<file path="src/rtl/bitops_pkg.sv">
package bitops_pkg;

   typedef struct packed {
      logic z;
      logic n;
      logic h;
      logic c;
   } flags_t;

   typedef enum logic [1:0] {
      GRP_SHIFT = 2'd0,
      GRP_TEST  = 2'd1,
      GRP_CLEAR = 2'd2,
      GRP_FORCE = 2'd3
   } grp_e;

   typedef enum logic [2:0] {
      OP_ROL_CIRC  = 3'd0,
      OP_ROR_CIRC  = 3'd1,
      OP_ROL_CARRY = 3'd2,
      OP_ROR_CARRY = 3'd3,
      OP_SHL_ARITH = 3'd4,
      OP_SHR_ARITH = 3'd5,
      OP_NIB_SWAP  = 3'd6,
      OP_SHR_LOGIC = 3'd7
   } shop_e;

endpackage

</file>
<file path="src/rtl/bitops_shifter.sv">
module bitops_shifter
   import bitops_pkg::*;
#(
   parameter int W = 8
) (
   input  logic [W-1:0] opnd_i,
   input  logic         cin_i,
   input  logic [2:0]   op_i,
   output logic [W-1:0] res_o,
   output logic         cout_o
);
   localparam int HALF = W / 2;

   logic [W-1:0] swapped;

   generate
      if (W < 2 || (W % 2) != 0) begin : g_bad_width
         $error("bitops_shifter: W must be even and at least 2");
      end
      assign swapped = {opnd_i[HALF-1:0], opnd_i[W-1:HALF]};
   endgenerate

   always_comb begin
      res_o  = opnd_i;
      cout_o = 1'b0;
      unique case (shop_e'(op_i))
         OP_ROL_CIRC: begin
            res_o  = {opnd_i[W-2:0], opnd_i[W-1]};
            cout_o = opnd_i[W-1];
         end
         OP_ROR_CIRC: begin
            res_o  = {opnd_i[0], opnd_i[W-1:1]};
            cout_o = opnd_i[0];
         end
         OP_ROL_CARRY: begin
            res_o  = {opnd_i[W-2:0], cin_i};
            cout_o = opnd_i[W-1];
         end
         OP_ROR_CARRY: begin
            res_o  = {cin_i, opnd_i[W-1:1]};
            cout_o = opnd_i[0];
         end
         OP_SHL_ARITH: begin
            res_o  = {opnd_i[W-2:0], 1'b0};
            cout_o = opnd_i[W-1];
         end
         OP_SHR_ARITH: begin
            res_o  = {opnd_i[W-1], opnd_i[W-1:1]};
            cout_o = opnd_i[0];
         end
         OP_NIB_SWAP: begin
            res_o  = swapped;
            cout_o = 1'b0;
         end
         OP_SHR_LOGIC: begin
            res_o  = {1'b0, opnd_i[W-1:1]};
            cout_o = opnd_i[0];
         end
         default: begin
            res_o  = opnd_i;
            cout_o = 1'b0;
         end
      endcase
   end

   // carry out always equals one of the two end bits of the operand
   always_comb begin
      if (shop_e'(op_i) != OP_NIB_SWAP) begin
         p_cout_edge_r3: assert (cout_o == opnd_i[W-1] || cout_o == opnd_i[0])
            else $error("p_cout_edge_r3");
      end
   end

endmodule

</file>
<file path="src/rtl/bitops_field.sv">
module bitops_field
   import bitops_pkg::*;
#(
   parameter int W    = 8,
   parameter int IDXW = $clog2(W)
) (
   input  logic [W-1:0]    opnd_i,
   input  logic [IDXW-1:0] idx_i,
   input  logic            force_i,
   output logic [W-1:0]    res_o,
   output logic            tested_o
);
   logic [W-1:0] sel_mask;

   generate
      if ((1 << IDXW) != W) begin : g_bad_idx
         $error("bitops_field: W must be a power of two matching IDXW");
      end
      for (genvar i = 0; i < W; i++) begin : g_mask
         assign sel_mask[i] = (idx_i == IDXW'(i));
      end
   endgenerate

   assign tested_o = |(opnd_i & sel_mask);
   assign res_o    = force_i ? (opnd_i | sel_mask) : (opnd_i & ~sel_mask);

   // exactly one bit position is ever selected
   always_comb begin
      p_one_bit_mask_r7: assert ($countones(sel_mask) == 1)
         else $error("p_one_bit_mask_r7");
   end

endmodule

</file>
<file path="src/rtl/bitops_flags.sv">
module bitops_flags
   import bitops_pkg::*;
#(
   parameter int W = 8
) (
   input  logic [1:0]   grp_i,
   input  logic [2:0]   op_i,
   input  logic         acc_form_i,
   input  logic [W-1:0] sh_res_i,
   input  logic         sh_cout_i,
   input  logic         tested_i,
   input  flags_t       flags_i,
   output flags_t       flags_o,
   output logic         wr_en_o
);
   logic acc_z_kill;

   assign acc_z_kill = acc_form_i && (op_i[2] == 1'b0);

   always_comb begin
      flags_o = flags_i;
      wr_en_o = 1'b1;
      unique case (grp_e'(grp_i))
         GRP_SHIFT: begin
            flags_o.z = (sh_res_i == '0) && !acc_z_kill;
            flags_o.n = 1'b0;
            flags_o.h = 1'b0;
            flags_o.c = sh_cout_i;
         end
         GRP_TEST: begin
            flags_o.z = !tested_i;
            flags_o.n = 1'b0;
            flags_o.h = 1'b1;
            flags_o.c = flags_i.c;
            wr_en_o   = 1'b0;
         end
         default: begin
            flags_o = flags_i;
            wr_en_o = 1'b1;
         end
      endcase
   end

   // rotate/shift group leaves N and H clear
   always_comb begin
      if (grp_e'(grp_i) == GRP_SHIFT) begin
         p_shift_nh_clear_r4: assert (!flags_o.n && !flags_o.h)
            else $error("p_shift_nh_clear_r4");
      end
   end

   // nibble swap never reports a carry
   always_comb begin
      if (grp_e'(grp_i) == GRP_SHIFT && shop_e'(op_i) == OP_NIB_SWAP) begin
         p_swap_no_carry_r5: assert (!flags_o.c)
            else $error("p_swap_no_carry_r5");
      end
   end

   // bit test keeps carry and never writes
   always_comb begin
      if (grp_e'(grp_i) == GRP_TEST) begin
         p_test_keeps_c_r6: assert (!wr_en_o && flags_o.h && flags_o.c == flags_i.c)
            else $error("p_test_keeps_c_r6");
      end
   end

   // set/clear leave all flags alone
   always_comb begin
      if (grp_i[1]) begin
         p_field_flags_hold_r7: assert (flags_o == flags_i && wr_en_o)
            else $error("p_field_flags_hold_r7");
      end
   end

   // accumulator-only rotates never report zero
   always_comb begin
      if (grp_e'(grp_i) == GRP_SHIFT && acc_form_i && !op_i[2]) begin
         p_acc_z_low_r8: assert (!flags_o.z)
            else $error("p_acc_z_low_r8");
      end
   end

endmodule

</file>
<file path="src/rtl/bitops_unit.sv">
module bitops_unit
   import bitops_pkg::*;
#(
   parameter int W    = 8,
   parameter int IDXW = $clog2(W)
) (
   input  logic [W-1:0]    opnd_i,
   input  logic [3:0]      flags_i,
   input  logic [1:0]      grp_i,
   input  logic [2:0]      op_sel_i,
   input  logic [IDXW-1:0] bit_idx_i,
   input  logic            acc_form_i,
   output logic [W-1:0]    result_o,
   output logic            wr_en_o,
   output logic [3:0]      flags_o
);
   flags_t       flg_in;
   flags_t       flg_out;
   logic [W-1:0] sh_res;
   logic         sh_cout;
   logic [W-1:0] fld_res;
   logic         fld_bit;

   assign flg_in = flags_t'(flags_i);

   bitops_shifter #(.W(W)) u_shifter (
      .opnd_i (opnd_i),
      .cin_i  (flg_in.c),
      .op_i   (op_sel_i),
      .res_o  (sh_res),
      .cout_o (sh_cout)
   );

   bitops_field #(.W(W), .IDXW(IDXW)) u_field (
      .opnd_i   (opnd_i),
      .idx_i    (bit_idx_i),
      .force_i  (grp_i[0]),
      .res_o    (fld_res),
      .tested_o (fld_bit)
   );

   bitops_flags #(.W(W)) u_flags (
      .grp_i      (grp_i),
      .op_i       (op_sel_i),
      .acc_form_i (acc_form_i),
      .sh_res_i   (sh_res),
      .sh_cout_i  (sh_cout),
      .tested_i   (fld_bit),
      .flags_i    (flg_in),
      .flags_o    (flg_out),
      .wr_en_o    (wr_en_o)
   );

   always_comb begin
      unique case (grp_e'(grp_i))
         GRP_SHIFT: result_o = sh_res;
         GRP_TEST:  result_o = opnd_i;
         default:   result_o = fld_res;
      endcase
   end

   assign flags_o = flg_out;

   // a bit test passes the operand through untouched
   always_comb begin
      if (grp_e'(grp_i) == GRP_TEST) begin
         p_test_passthru_r6: assert (result_o == opnd_i)
            else $error("p_test_passthru_r6");
      end
   end

   // set/clear change at most one bit of the operand
   always_comb begin
      if (grp_i[1]) begin
         p_field_one_bit_r7: assert ($countones(result_o ^ opnd_i) <= 1)
            else $error("p_field_one_bit_r7");
      end
   end

endmodule

</file>
<file path="config.mk">
export PLATFORM = sky130hd
export DESIGN_NAME = bitops_unit
export DESIGN_NICKNAME = d
export VERILOG_FILES = /design/src/rtl/bitops_pkg.sv /design/src/rtl/bitops_shifter.sv /design/src/rtl/bitops_field.sv /design/src/rtl/bitops_flags.sv /design/src/rtl/bitops_unit.sv
export SDC_FILE = /design/constraint.sdc
export NUM_CORES = 1
export LEC_CHECK = 0
export ABC_AREA = 0
export BUFFER_PORTS_ARGS = -buffer_cell sky130_fd_sc_hd__buf_2
export CORE_ASPECT_RATIO = 1.4
export CORE_UTILIZATION = 35
export DETAILED_ROUTE_END_ITERATION = 8
export GPL_TIMING_DRIVEN = 0
export PLACE_DENSITY_LB_ADDON = 0.08
export SYNTH_ARGS = -nofsm -noshare
export SYNTH_HDL_FRONTEND = slang
export SYNTH_SLANG_ARGS = --single-unit
</file>
<file path="constraint.sdc">
create_clock -name vclk -period 1.25
set_input_delay 0.125 -clock vclk [all_inputs]
set_output_delay 0.125 -clock vclk [all_outputs]
set_load 0.005 [all_outputs]
</file>
==> run metrics <==
status finished, violations left; failing checks negative setup slack; cell area after layout 0.001151 mm²; die height 56.80 µm; Initial DRC Count 15; first-pass iteration count of the detailed router 4; share of power burned in registers 0; WL per Instance 17.50 µm; Setup Crit Path Kind in2out; nets@finish 168; Int Power 0.0002029 W; number of library cell types mapped by synthesis 43; post-placement cell area 942.2 µm²; die width 41.14 µm; largest family of logic cells by synthesized area compound AO/OA/AOI/OAI gates; Antenna Cells 0; share of post-route cells with drive strength above 1 0.4276; Period Utilization, post-route 1.154; seq_cells 0; Synth Area in Simple Gates 0.3183; Ports 34; Sw Share 0.5074; Clk pwr share 0; yosys warns 0; final wirelength 2905 µm; number of global-route vias before repair 927; critical path fanouts, max 6; Post-Synth Adder-Cell Area 0; Multi-input gate area 764.5 µm²; # clk buffers 0; commonest non-fill, non-tap cell in the layout buf_2; IO buf count 33; Synth Area in XOR/XNOR 0; dpl hpwl 1952 µm; Hold Crit Depth 4; cts hold-fix bufs 0; final slew viol count 0; cell count after synthesis 106; LEAKAGE 0.4811 nW; Compound-Gate Fraction of Synth Area 0.4567; Die ar. 0.002337 mm²; Synth top area share 0.08000; Yosys top cell by area nand3b_1; mux cell area share after synthesis 0.1267; RSZ-0062 raised after global routing true; largest net degree at the start of global routing 11; PwrDens 357.9 mW/mm²; final RePlAce weighted congestion 0.7941; Worst setup SP type primary input; FF/Latch Area 0 µm²; Max VDD drop 0.1850 mV; Worst Hold Class in2out; Max Fclk 0.6932 GHz; first-pass GRT wire length 4126 µm; Core ar. 0.001997 mm²; fillcell total 198; worst endpoint required time 1.12 ns; Vias 1,035; commonest non-fill, non-tap cells in the layout buf_2 (29), buf_6 (10), nand2_1 (9), nand3b_1 (8); Total Power 0.0004120 W; Initial Util 0.3759; total congestion overflow 0; Hold Violations, Final 0; Worst Path Arrival 1.32 ns; min cycle time layout 1.443 ns; GRT Total Usage 0.2372; top cells by area, synth nand3b_1 (8.0%), a311o_1 (6.7%), mux2i_1 (6.7%); syn avg cell area 7.082 µm²; Slew HR 0.7068; total of max-cap violations 0; final setup fails 8; Place WS -0.2958 ns; Residual DRC 0; vias per cell 6.235; worst min-delay path endpoint flags_o[1]; antenna violations before repair 0; worst slew pin tran 0.4398 ns; combinational share of power 1.000; Psw 0.0002090 W; Antenna Violating Nets Remaining 0; hold path start flags_i[1]; sequential element share of the synthesized area 0; setup ws final -0.1926 ns; Post-Syn Nets 127; Worst Setup End Kind output pin; Mapped Area 750.7 µm²; Hold WS 0.5078 ns; area grow syn2layout 53.33%; Row Count 19
synthesized netlist by cell type, types with 2 or more instances:
cell type	number
a21boi_1	2
a21o_1	2
a21oi_1	4
a311o_1	5
a31oi_1	2
and4_1	2
buf_2	5
buf_6	2
clkbuf_1	2
inv_1	3
mux2_1	4
mux2i_1	5
nand2_1	9
nand2b_1	5
nand3_1	4
nand3b_1	8
nor2_1	3
o211ai_1	2
o21a_1	3
o21ai_0	4
o21ai_1	3
o221ai_1	5
o22ai_1	2
timing repair:
| item | in CTS | in global routing |
|---|---|---|
| cloned | 1 | 0 |
| pin swaps | 9 | 7 |
| setup endpoints to repair | 9 | 9 |
| buffers inserted | 3 | 2 |
| resized for setup | 21 | 25 |
power by group through the flow:
stage	registers, W	logic, W	clock network [W]
floorplan	0	0.000193	0
global placement	0	0.000319	0
global route	0	0.000439	0
detailed placement	0	0.000324	0
CTS	0	0.000367	0
finish	0	0.000412	0
critical path: stages:
cell and delay, ns:
buf_8 0.10, buf_6 0.13, buf_6 0.12, nand3b_1 0.19, o2111ai_2 0.11, a31oi_4 0.12, a221o_1 0.29, buf_2 0.12
how the worst max path moves through the flow:
| stage | slack (ns) | end | startpoint |
|---|---|---|---|
| 2_1_floorplan | 0.05 | flags_o[3] | bit_idx_i[2] |
| 3_3_place_gp | -0.27 | flags_o[3] | op_sel_i[0] |
| 3_5_place_dp | -0.30 | flags_o[3] | op_sel_i[0] |
| 4_1_cts | -0.20 | flags_o[3] | op_sel_i[1] |
| 5_1_grt | -0.23 | flags_o[3] | op_sel_i[1] |
| 6_report | -0.19 | flags_o[3] | op_sel_i[1] |
layout make-up:
cell class / instances / area share
multi-input cells: 93 / 0.6641
repair buffers: 39 / 0.2228
plain buffers: 10 / 0.08044
well taps: 21 / 0.02283
inverters: 3 / 0.009783
logic make-up after synthesis:
group                  Yosys count
AOI/OAI and AO/OA               44
and+or+nand+nor                 40
buffers and inverters           13
muxes                            9
metrics by stage:
stage	cells	TNS (ns)	util
after floorplan	106	0	-
after global placement	160	-0.9393	0.4718
after detailed placement	160	-1.060	0.4718
after CTS	164	-0.7914	0.5238
after global routing	166	-1.246	0.5764
final	166	-0.9051	0.5764
metal layers:
| layer | global-route usage | share of wire | up-vias |
|---|---|---|---|
| li1 | - | - | 510 |
| met1 | 0.2837 | 0.42 | 491 |
| met2 | 0.4420 | 0.53 | 32 |
| met3 | 0.007905 | 0.039 | 2 |
| met4 | 0.02765 | 0.0052 | 0 |
| met5 | 0 | 0 | - |
Note: power is estimated with default switching activity, not from simulation.
